File: config.mk
export PLATFORM = sky130hd
export DESIGN_NAME = nand_page_reader
export DESIGN_NICKNAME = d
export VERILOG_FILES = /design/src/rtl/nand_page_reader.sv
export SDC_FILE = /design/constraint.sdc
export NUM_CORES = 1
export LEC_CHECK = 0
export BUFFER_PORTS_ARGS = -buffer_cell sky130_fd_sc_hd__buf_2
export CAP_MARGIN = 10
export CORE_AREA = 2 2 134 136
export DETAILED_ROUTE_END_ITERATION = 10
export DIE_AREA = 0 0 136 138
export PLACE_DENSITY = 0.64
export SLEW_MARGIN = 15
export SYNTH_ARGS = -nofsm -noshare
export SYNTH_HDL_FRONTEND = slang
export SYNTH_SLANG_ARGS = --single-unit
File: constraint.sdc
create_clock -name clk -period 4.15 [get_ports clk]
set_input_delay 0 -clock clk [delete_from_list [all_inputs] [get_ports clk]]
set_output_delay 0 -clock clk [all_outputs]
set_load 0.03 [all_outputs]
File: src/rtl/nand_page_reader.sv
module nand_page_reader #(
  parameter int BLK_W      = 12,
  parameter int PG_W       = 8,
  parameter int SETUP_CYC  = 2,
  parameter int WE_CYC     = 2,
  parameter int RE_CYC     = 2,
  parameter int POLL_LIMIT = 1000
) (
  input  logic             clk,
  input  logic             rst_n,
  input  logic             start,
  input  logic [1:0]       op,
  input  logic [BLK_W-1:0] blk,
  input  logic [PG_W-1:0]  pg,
  input  logic [PG_W:0]    ppb,
  input  logic             cfg_large,
  input  logic             cfg_row3,
  output logic             nf_cle,
  output logic             nf_ale,
  output logic             nf_we_n,
  output logic             nf_re_n,
  output logic [7:0]       nf_dout,
  output logic             nf_oe,
  input  logic [7:0]       nf_dq,
  input  logic             nf_rb,
  output logic             m_valid,
  output logic [7:0]       m_data,
  input  logic             m_ready,
  output logic             busy,
  output logic             done
);
  localparam int TMR_W  = $clog2(SETUP_CYC + WE_CYC + RE_CYC + 1);
  localparam int POLL_W = $clog2(POLL_LIMIT + 1);
  localparam int LEN_W  = 12;

  typedef enum logic [2:0] {IDLE, C_SETUP, C_PULSE, C_HOLD, W_LOW, W_HIGH, R_PULSE, R_OUT} st_t;

  st_t              st;
  logic [1:0]       op_q;
  logic             large_q, row3_q;
  logic [23:0]      row_q;
  logic [2:0]       step;
  logic [TMR_W-1:0] tmr;
  logic [POLL_W-1:0] poll;
  logic [LEN_W-1:0] remain;
  logic [LEN_W-1:0] len_m1;
  logic             cur_cmd;
  logic [7:0]       cur_byte;
  logic [2:0]       ncol, nrow, last;

  wire is_id    = (op_q == 2'b00);
  wire is_spare = (op_q == 2'b01);
  wire in_cmd   = (st == C_SETUP) || (st == C_PULSE) || (st == C_HOLD);

  assign ncol = (!is_id && large_q) ? 3'd2 : 3'd1;
  assign nrow = is_id ? 3'd0 : (row3_q ? 3'd3 : 3'd2);
  assign last = ncol + nrow + {2'b00, (!is_id && large_q)};

  always_comb begin
    cur_cmd  = 1'b0;
    cur_byte = 8'h00;
    if (step == 3'd0) begin
      cur_cmd  = 1'b1;
      cur_byte = is_id ? 8'h90 : ((is_spare && !large_q) ? 8'h50 : 8'h00);
    end else if (step <= ncol) begin
      cur_byte = (step == 3'd2 && is_spare) ? 8'h08 : 8'h00;
    end else if (step <= ncol + nrow) begin
      case (step - ncol)
        3'd1:    cur_byte = row_q[7:0];
        3'd2:    cur_byte = row_q[15:8];
        default: cur_byte = row_q[23:16];
      endcase
    end else begin
      cur_cmd  = 1'b1;
      cur_byte = 8'h30;
    end
  end

  always_comb begin
    case (op)
      2'b00:   len_m1 = LEN_W'(4);
      2'b01:   len_m1 = cfg_large ? LEN_W'(63) : LEN_W'(15);
      default: len_m1 = cfg_large ? LEN_W'(2047) : LEN_W'(511);
    endcase
  end

  assign nf_cle  = in_cmd && cur_cmd;
  assign nf_ale  = in_cmd && !cur_cmd;
  assign nf_we_n = (st != C_PULSE);
  assign nf_re_n = (st != R_PULSE);
  assign nf_dout = cur_byte;
  assign nf_oe   = in_cmd;
  assign busy    = (st != IDLE);

  always_ff @(posedge clk or negedge rst_n) begin
    if (!rst_n) begin
      st      <= IDLE;
      op_q    <= 2'b00;
      large_q <= 1'b0;
      row3_q  <= 1'b0;
      row_q   <= '0;
      step    <= '0;
      tmr     <= '0;
      poll    <= '0;
      remain  <= '0;
      m_valid <= 1'b0;
      m_data  <= 8'h00;
      done    <= 1'b0;
    end else begin
      done <= 1'b0;
      case (st)
        IDLE: if (start) begin
          op_q    <= op;
          large_q <= cfg_large;
          row3_q  <= cfg_row3;
          row_q   <= 24'(blk) * 24'(ppb) + 24'(pg);
          remain  <= len_m1;
          step    <= '0;
          tmr     <= '0;
          st      <= C_SETUP;
        end
        C_SETUP: if (tmr == TMR_W'(SETUP_CYC - 1)) begin
          tmr <= '0;
          st  <= C_PULSE;
        end else tmr <= tmr + 1'b1;
        C_PULSE: if (tmr == TMR_W'(WE_CYC - 1)) begin
          tmr <= '0;
          st  <= C_HOLD;
        end else tmr <= tmr + 1'b1;
        C_HOLD: if (step == last) begin
          poll <= '0;
          st   <= is_id ? R_PULSE : W_LOW;
        end else begin
          step <= step + 1'b1;
          st   <= C_SETUP;
        end
        W_LOW: if (!nf_rb || poll == POLL_W'(POLL_LIMIT - 1)) st <= W_HIGH;
               else poll <= poll + 1'b1;
        W_HIGH: if (nf_rb) begin
          tmr <= '0;
          st  <= R_PULSE;
        end
        R_PULSE: if (tmr == TMR_W'(RE_CYC - 1)) begin
          tmr     <= '0;
          m_data  <= nf_dq;
          m_valid <= 1'b1;
          st      <= R_OUT;
        end else tmr <= tmr + 1'b1;
        R_OUT: if (m_ready) begin
          m_valid <= 1'b0;
          if (remain == '0) begin
            done <= 1'b1;
            st   <= IDLE;
          end else begin
            remain <= remain - 1'b1;
            st     <= R_PULSE;
          end
        end
        default: st <= IDLE;
      endcase
    end
  end
endmodule


==> impl_metrics.json, run 1 <==
{
  "cp_cell_sequence": "buf_2 > buf_4 > and2_1 > fa_1 > fa_1 > fa_1 > fa_1 > ha_1 > ha_1 > o21a_2 > a211oi_4 > a211oi_4 > o211a_1 > o21a_1 > o31ai_1",
  "numCtsBuffers": 9,
  "min_path_cells": 4,
  "crit_start": "ppb[5]",
  "grtUsageTotal_pct": 19.0,
  "slew_headroom_pct": 43.0,
  "grt_pass1_vias": 6258,
  "placed_cells": 1176,
  "postPlaceCellArea_um2": 8640,
  "setup_ws_ns": 0.00471,
  "die_h_um": 138,
  "fin_crit_ns": 4.15,
  "syn_nets": 1043,
  "r2r-start": "op_q[0]",
  "hp-start": "pg[0]",
  "rows": 49,
  "rr_worst_depth": 10,
  "start_util_pct": 43.4,
  "final_cells": 1210,
  "yosys_warnings": 0,
  "clock_skew_ns": 0.00682,
  "syn_avg_cell_area_um2": 9.03,
  "clock_sinks": 67,
  "synthArstFlopShare_pct": 100,
  "first_pass_iters": 5,
  "clk_latency_ns": 0.33,
  "power.density_nw_per_um2": 679,
  "diodes": 0,
  "ff2ff_setup_slack_ns": 0.90,
  "vias": 6359,
  "dieArea_um2": 18800,
  "wl_per_cell_um": 14.2,
  "synth_commonest_cells": "113 x nand2_1, 83 x inv_1, 77 x fa_1, 77 x ha_1, 73 x and2_1",
  "finalCritPeriodShare_pct": 99.9,
  "synth_area_leaders": "dfrtp_1 22%, fa_1 20%, ha_1 13%",
  "pre_cts_slack_ns": -0.410,
  "syn_area_um2": 7620,
  "slowest_delay_ns": 0.58,
  "critPathRequiredTime_ns": 4.38,
  "power_leakage_nw": 4.62,
  "outcome": "completed",
  "peakVddDrop_uv": 408,
  "tightestPinTransition_ns": 0.855,
  "viasPerCell": 5.26,
  "final_area_um2": 9410,
  "die_w_um": 136,
  "cp_data_arrival_time_ns": 4.38,
  "synth_seq_cells": 67,
  "cp-start-kind": "primary input",
  "rsz0062_at_grt": "yes",
  "root_buffer": "clkbuf_16",
  "place.gp.congestion": 0.833,
  "grt_overflow": 0,
  "finalHoldViolCount": 0,
  "crit_path_end_kind": "register",
  "fillers": 1633,
  "synthCells": 843,
  "dp_hpwl_um": 13400,
  "cpMostUsedCell": "fa_1",
  "r2r_end": "poll[0]",
  "grt_pass1_wl_um": 29500,
  "area_delta_synth_final_pct": 23.6,
  "yosysTopAreaCellShare_pct": 22.0,
  "cts_htree_levels": 3,
  "cp-endpoint": "row_q[21]",
  "cap_violations": 0,
  "drt-total-wl_um": 17200,
  "layout.nets": 1176,
  "path_clk_slew_ns": 0.06,
  "critical_path_class": "in -> reg",
  "final_util_pct": 53.7,
  "core_um2": 17500,
  "grt_max_degree": 68,
  "synth_cell_type_count": 64,
  "cpMaxStageDelayCell": "fa_1",
  "first_iter_violations": 308,
  "max_freq_ghz": 0.241,
  "hold_path.class": "in -> reg",
  "finalSetupViolations": 0,
  "ctsLongestPathBuffers": 2,
  "synth.yosys.seq_area_share_pct": 22.0,
  "synth_ff_type": "dfrtp_1",
  "synth_most_common_cell": "nand2_1",
  "finalMaxSlewViolations": 0,
  "postRouteAntennaNets": 0,
  "portBuffers": 69,
  "layout-drive-gt1-share_pct": 22.1,
  "fin_setup_tns_ns": 0,
  "antenna_found_initial": 0,
  "cp_max_fo": 6,
  "io_pins": 70,
  "tritoncts": "yes",
  "post-route-drc-count": 0,
  "synth-edff-count": 0,
  "synth_top_area_cell": "dfrtp_1"
}
placed cells by master, fill, tap and decap left out, types with 15 or more instances in the layout:
cell	instances
nand2_1	110
inv_1	81
fa_1	76
buf_4	71
and2_1	68
ha_1	68
dfrtp_1	67
buf_2	59
nor2_1	46
a21oi_1	40
o21ai_0	37
xor2_1	15
critical path: cells and delay by family:
family | cells | cell delay (ns)
compound gates | 6 | 1.31
buf+inv | 2 | 0.26
fa+ha+maj | 6 | 2.65
simple gates | 1 | 0.17
worst min-delay path by stage:
stage	to
after global placement	row3_q
after global routing	row_q[0]
after CTS	row_q[0]
after detailed placement	m_data[5]
after floorplan	done
final	row_q[0]
layout make-up:
class / instances / area [um2] / share of cell area [%]
Inverter: 83 / 312 / 3.31
Clock buffer: 10 / 239 / 2.54
Clock inverter: 6 / 87.6 / 0.931
Multi-Input combinational cell: 662 / 5740 / 60.9
Tap cell: 229 / 287 / 3.04
Sequential cell: 67 / 1680 / 17.8
Timing Repair Buffer: 153 / 1070 / 11.4
repair_timing:
item                                    in CTS  in global routing
endpoints found under the setup margin       6                 12
setup buffers                                0                  4
pin swaps                                    2                 26
resized for setup                            8                 48
hold buffers                                14                  0
hold endpoints to repair                    80                  0
registers in the layout, indices dropped and copies added (netlist names):
name and cells:
m_data 8, row3_q 1, remain 12, done 1, poll 10, step 3
st 3, large_q 1, tmr 3, m_valid 1, op_q 2, row_q 22
per-stage QoR:
| stage | power (mW) | hold slack [ns] |
|---|---|---|
| 2_1_floorplan | 3.72 | -0.296 |
| 3_5_place_dp | 4.98 | 0.236 |
| 4_1_cts | 5.99 | 0.0166 |
| 3_3_place_gp | 4.97 | 0.230 |
| 5_1_grt | 6.99 | 0.0564 |
| 6_report | 6.39 | 0.0112 |
cell families (layout without fill, tap and decap cells):
| group | after synthesis | in the layout | share of synthesized area, % |
|---|---|---|---|
| AOI/OAI and AO/OA | 165 | 165 | 14.0 |
| xor gates and xnor gates | 27 | 27 | 3.11 |
| adders and majority gates | 154 | 154 | 32.9 |
| buffers and inverters | 114 | 252 | 6.21 |
| DFF | 67 | 67 | 22.0 |
| muxes | 10 | 10 | 1.48 |
| and+or+nand+nor | 306 | 306 | 20.3 |
layer usage:
layer	routed length [um]	part of all wire [%]	up-vias	track usage [%]
li1	-	-	3100	-
met1	8100	47	3119	28.3
met2	8240	48	116	30.1
met3	586	3.4	24	2.57
met4	286	1.7	0	3.18
met5	0	0	-	0
where the power goes:
group	leakage, nW	internal (mW)	switching [mW]
clock	0.163	0.543	0.283
combinational	3.60	2.22	2.40
sequential	0.854	0.799	0.149
Power figures use the tool's default switching activity.
==> run 2: changes to the inputs <==
- clock period: 4.15 -> 5.1 ns (I/O delays scaled with it)
==> run 2 against run 1 <==
  * Register-to-register slack improved by 0.73 ns
  * Non-clock buffer count fell by 65
  * Flip-flop and latch count did not move
  * Total power fell by 34%
  * Combinational power fell by 40%
  * Global-route usage fell by 1.1 points
  * Critical endpoint is now row_q[17]
  * Worst setup slack improved by 0.53 ns
  * Design area fell by 8.6%
  * Die area did not move
  * Highest routed layer unchanged
  * Sequential share of layout area rose by 1.7 points
  * Clock skew rose by 0.0026 ns
==> impl_metrics.json, run 2 (synthesized netlist as in run 1, its figures left out) <==
{
  "place.gp.congestion": 0.867,
  "ff2ff_setup_slack_ns": 1.63,
  "cp-start-kind": "primary input",
  "grt_pass1_wl_um": 27800,
  "tightestPinTransition_ns": 0.857,
  "rsz0062_at_grt": "no",
  "cp_data_arrival_time_ns": 4.78,
  "finalMaxSlewViolations": 0,
  "dp_hpwl_um": 12600,
  "cts_htree_levels": 3,
  "final_area_um2": 8600,
  "wl_per_cell_um": 14.0,
  "critPathRequiredTime_ns": 5.31,
  "hold_path.class": "in -> reg",
  "largest_register_ffs": 22,
  "slew_headroom_pct": 42.9,
  "most-common-layout-cells": "113 x nand2_1, 83 x inv_1, 77 x fa_1, 77 x ha_1, 73 x and2_1",
  "max_freq_ghz": 0.219,
  "post-route-drc-count": 0,
  "cap_violations": 0,
  "tritoncts": "yes",
  "min_path_cells": 4,
  "report.power.total_mw": 4.25,
  "layout_commonest_cell": "nand2_1",
  "clk_latency_ns": 0.33,
  "post_cts_buffers": 0,
  "ctsLongestPathBuffers": 2,
  "grt_overflow": 0,
  "cts_hold_buf": 14,
  "grt_max_degree": 68,
  "first_iter_violations": 237,
  "core_um2": 17500,
  "path_clk_slew_ns": 0.05,
  "reg_top3": "row_q (22), remain (12), poll (10)",
  "rr_worst_depth": 9,
  "finalHoldViolCount": 0,
  "start_util_pct": 43.4,
  "first_pass_iters": 5,
  "worstHoldEndpoint": "row_q[0]",
  "cp_max_fo": 12,
  "postPlaceCellArea_um2": 8120,
  "fin_setup_tns_ns": 0,
  "portBuffers": 69,
  "dieArea_um2": 18800,
  "outcome": "completed",
  "peakVddDrop_uv": 269,
  "crit_path_end_kind": "register",
  "finalCritPeriodShare_pct": 89.6,
  "power.density_nw_per_um2": 494,
  "vias": 5923,
  "fillers": 1697,
  "finalSetupViolations": 0,
  "postRouteAntennaNets": 0,
  "layout-drive-gt1-share_pct": 12.7,
  "clock_skew_ns": 0.00939,
  "drt-total-wl_um": 16100,
  "r2r-start": "op_q[0]",
  "numCtsBuffers": 9,
  "root_buffer": "clkbuf_16",
  "die_w_um": 136,
  "hp-start": "pg[0]",
  "critical_path_class": "in -> reg",
  "layout.nets": 1111,
  "r2r_end": "poll[0]",
  "antenna_found_initial": 0,
  "die_h_um": 138,
  "largest_register": "row_q",
  "io_pins": 70,
  "grt_pass1_vias": 5871,
  "setup_ws_ns": 0.530,
  "pre_cts_slack_ns": 0.207,
  "final_util_pct": 49.1,
  "area_delta_synth_final_pct": 13.0,
  "clock_sinks": 67,
  "power_leakage_nw": 4.25,
  "cts_resized": 0,
  "viasPerCell": 5.17,
  "grtUsageTotal_pct": 17.9,
  "fin_crit_ns": 4.57,
  "diodes": 0,
  "rows": 49
}
## run 2: cell types whose count changed in the layout (fill, tap and decap cells not counted), moves of 3 or more
cell,delta
buf_4,-66
buf_2,+10
buf_6,-5
a211oi_4,-3
ha_4,-8
ha_1,+9
nand2_1,+3
and2_4,-5
and2_1,+5
## run 2: power by group
| part | switching, mW | internal, mW | total (mW) | leakage, nW |
|---|---|---|---|---|
| registers | 0.123 | 0.650 | 0.773 | 0.854 |
| clock network | 0.225 | 0.469 | 0.694 | 0.166 |
| logic | 1.61 | 1.17 | 2.78 | 3.23 |
| total | 1.96 | 2.29 | 4.25 | 4.25 |
## run 2: area by class of cell
| type | instances | area (um2) | area share (%) |
|---|---|---|---|
| Sequential cell | 67 | 1680 | 19.5 |
| Clock buffer | 13 | 270 | 3.14 |
| Timing Repair Buffer | 88 | 523 | 6.08 |
| Clock inverter | 3 | 68.8 | 0.800 |
| Multi-Input combinational cell | 662 | 5470 | 63.5 |
| Tap cell | 229 | 287 | 3.33 |
| Inverter | 83 | 312 | 3.62 |
## run 2: worst max path at each step
stage                      endpoint   start
after floorplan           row_q[18]  ppb[2]
final                     row_q[17]  ppb[2]
after detailed placement  row_q[18]  ppb[2]
after CTS                 row_q[18]  ppb[2]
after global placement    row_q[18]  ppb[2]
after global routing      row_q[16]  ppb[2]
## run 2: worst max-delay path: stages
cell	delay, ns
buf_2	0.21
nand2_1	0.11
fa_1	0.54
inv_1	0.05
fa_1	0.51
inv_1	0.05
fa_1	0.47
inv_1	0.05
fa_1	0.53
inv_1	0.05
fa_1	0.49
inv_1	0.04
ha_1	0.35
a221oi_1	0.11
a211oi_1	0.54
o21ai_0	0.22
a21o_1	0.21
a31o_2	0.23
## run 2: per-layer routing
metal	vias to the layer above	track usage, %	wire, um
met2	61	28.8	7730
met5	-	0	0
li1	2972	-	-
met3	10	2.64	414
met4	0	2.58	132
met1	2880	26.2	7790
## run 2: through the flow
step	cells	hold WS, ns
final	1145	0.0302
after floorplan	843	-0.296
after global routing	1145	0.0503
after CTS	1145	0.0327
after global placement	1115	0.227
after detailed placement	1115	0.238
==> run 3: changes to the inputs <==
- SKIP_LAST_GASP: default -> 1
- clock period: 5.1 -> 5.8 ns (I/O delays scaled with it)
==> run 3 against run 2 <==
  * Global-route usage increased by 0.60 points
  * Register-to-register slack improved by 0.69 ns
  * Design area decreased by 0.68%
  * Clock skew decreased by 0.0028 ns
  * Total power decreased by 15%
  * Combinational power decreased by 13%
  * Via count increased by 0.62%
  * Clock power decreased by 22%
  * Worst setup slack improved by 0.68 ns
==> impl_metrics.json, run 3 (synthesized netlist as in run 1, its figures left out) <==
{
  "outcome": "completed",
  "slowest_delay_ns": 0.54,
  "cp_cell_sequence": "buf_2 > nand2_1 > fa_1 > inv_1 > fa_1 > inv_1 > fa_1 > inv_1 > fa_1 > inv_1 > fa_1 > inv_1 > ha_1 > a21o_1 > a211oi_2 > o31ai_1 > a41o_1 > nor2_1 > a211o_1",
  "grtUsageTotal_pct": 18.5,
  "r2r-start": "op_q[0]",
  "finalSetupViolations": 0,
  "p_switching_mw": 1.72,
  "die_h_um": 138,
  "dieArea_um2": 18800,
  "first_pass_iters": 5,
  "die_w_um": 136,
  "first_iter_violations": 309,
  "path_clk_slew_ns": 0.06,
  "antenna_found_initial": 0,
  "drt-total-wl_um": 16300,
  "power.density_nw_per_um2": 425,
  "wl_per_cell_um": 14.3,
  "r2r_end": "poll[0]",
  "cpMaxStageDelayCell": "fa_1",
  "layout_commonest_cell": "nand2_1",
  "ff2ff_setup_slack_ns": 2.32,
  "grt_pass1_vias": 5883,
  "seq_power_share_pct": 18.7,
  "finalMaxSlewViolations": 0,
  "most-common-layout-cells": "113 x nand2_1, 83 x inv_1, 77 x fa_1, 77 x ha_1, 73 x and2_1",
  "crit_path_end_kind": "register",
  "final_area_um2": 8540,
  "io_pins": 70,
  "dp_hpwl_um": 12700,
  "fin_crit_ns": 4.59,
  "largest_register_ffs": 22,
  "cp_max_fo": 12,
  "portBuffers": 69,
  "cp-start-kind": "primary input",
  "p_sw_share_pct": 47.4,
  "cts_htree_levels": 3,
  "grt_max_degree": 68,
  "power_leakage_nw": 4.22,
  "postRouteAntennaNets": 0,
  "vias": 5960,
  "finalHoldViolCount": 0,
  "rows": 49,
  "clock_sinks": 67,
  "place.gp.congestion": 0.849,
  "numCtsBuffers": 9,
  "finalCritPeriodShare_pct": 79.2,
  "rsz0062_at_grt": "no",
  "tightestPinTransition_ns": 0.884,
  "rr_worst_depth": 9,
  "clock_skew_ns": 0.00655,
  "slew_headroom_pct": 41.1,
  "clk_latency_ns": 0.33,
  "reg_top3": "row_q (22), remain (12), poll (10)",
  "comb_power_share_pct": 66.4,
  "post-route-drc-count": 0,
  "critPathRequiredTime_ns": 6.01,
  "p_int_mw": 1.91,
  "layout-drive-gt1-share_pct": 12.5,
  "layout.nets": 1109,
  "cts_hold_buf": 14,
  "largest_register": "row_q",
  "postPlaceCellArea_um2": 8110,
  "tritoncts": "yes",
  "hold_path.class": "in -> reg",
  "cp_data_arrival_time_ns": 4.81,
  "peakVddDrop_uv": 231,
  "viasPerCell": 5.21,
  "hp-start": "pg[0]",
  "core_um2": 17500,
  "cap_violations": 0,
  "diodes": 0,
  "cts_resized": 0,
  "fin_setup_tns_ns": 0,
  "fillers": 1718,
  "setup_ws_ns": 1.21,
  "critical_path_class": "in -> reg",
  "max_freq_ghz": 0.218,
  "area_delta_synth_final_pct": 12.2,
  "min_path_cells": 4,
  "pre_cts_slack_ns": 0.856,
  "start_util_pct": 43.4,
  "ctsLongestPathBuffers": 2,
  "post_cts_buffers": 0,
  "root_buffer": "clkbuf_16",
  "grt_overflow": 0,
  "grt_pass1_wl_um": 28500,
  "pwr-share-clk_pct": 14.8,
  "worstHoldEndpoint": "row_q[0]"
}
## run 3: cell count changes in the layout (fill, tap and decap cells not counted)
cell / change
clkinv_4: +2
clkbuf_8: -3
buf_4: -2
bufinv_16: -1
clkinv_2: +2
## run 3: power groups by stage
stage,clock (mW),sequential (mW),combinational (mW)
final,0.539,0.680,2.41
after global routing,0.580,0.698,2.77
after CTS,0.549,0.678,2.44
after detailed placement,0,0.686,2.41
after global placement,0,0.685,2.41
after floorplan,0,0.716,1.87
## run 3: worst max path at each step
stage                endpoint   start  slack, ns  cells past startpoint
floorplan           row_q[18]  ppb[2]       1.07                     19
CTS                 row_q[18]  ppb[2]       1.19                     19
global placement    row_q[18]  ppb[2]       0.91                     19
finish              row_q[18]  ppb[2]       1.21                     19
global route        row_q[18]  ppb[2]       0.84                     19
detailed placement  row_q[18]  ppb[2]       0.86                     19
## run 3: final cells by class
cell class                      count  area [um2]  area share [%]
Multi-Input combinational cell    662        5470            64.0
Sequential cell                    67        1680            19.6
Timing Repair Buffer               86         508            5.95
Inverter                           83         312            3.65
Tap cell                          229         287            3.35
Clock buffer                       10         229            2.68
Clock inverter                      6        66.3           0.776
## run 3: worst max-delay path: cells and delay by family
family / cells / cell delay, ns
compound gates: 5 / 1.28
simple gates: 2 / 0.17
buf+inv: 6 / 0.45
fa+ha+maj: 6 / 2.90
## run 3: layer usage
metal,routed length [um],up-vias,track usage (%)
met1,7900,2920,27.7
met5,0,-,0
met3,438,11,2.35
met4,114,0,2.69
li1,-,2961,-
met2,7870,68,29.4
## run 3: per-stage QoR
stage / hold slack [ns] / cells / utilization (%) / power, mW
4_1_cts: 0.0138 / 1143 / 48.7 / 3.67
3_3_place_gp: 0.223 / 1113 / 46.2 / 3.09
3_5_place_dp: 0.234 / 1113 / 46.2 / 3.09
5_1_grt: 0.0299 / 1143 / 48.7 / 4.05
2_1_floorplan: -0.296 / 843 / - / 2.58
6_report: 0.0242 / 1143 / 48.7 / 3.63
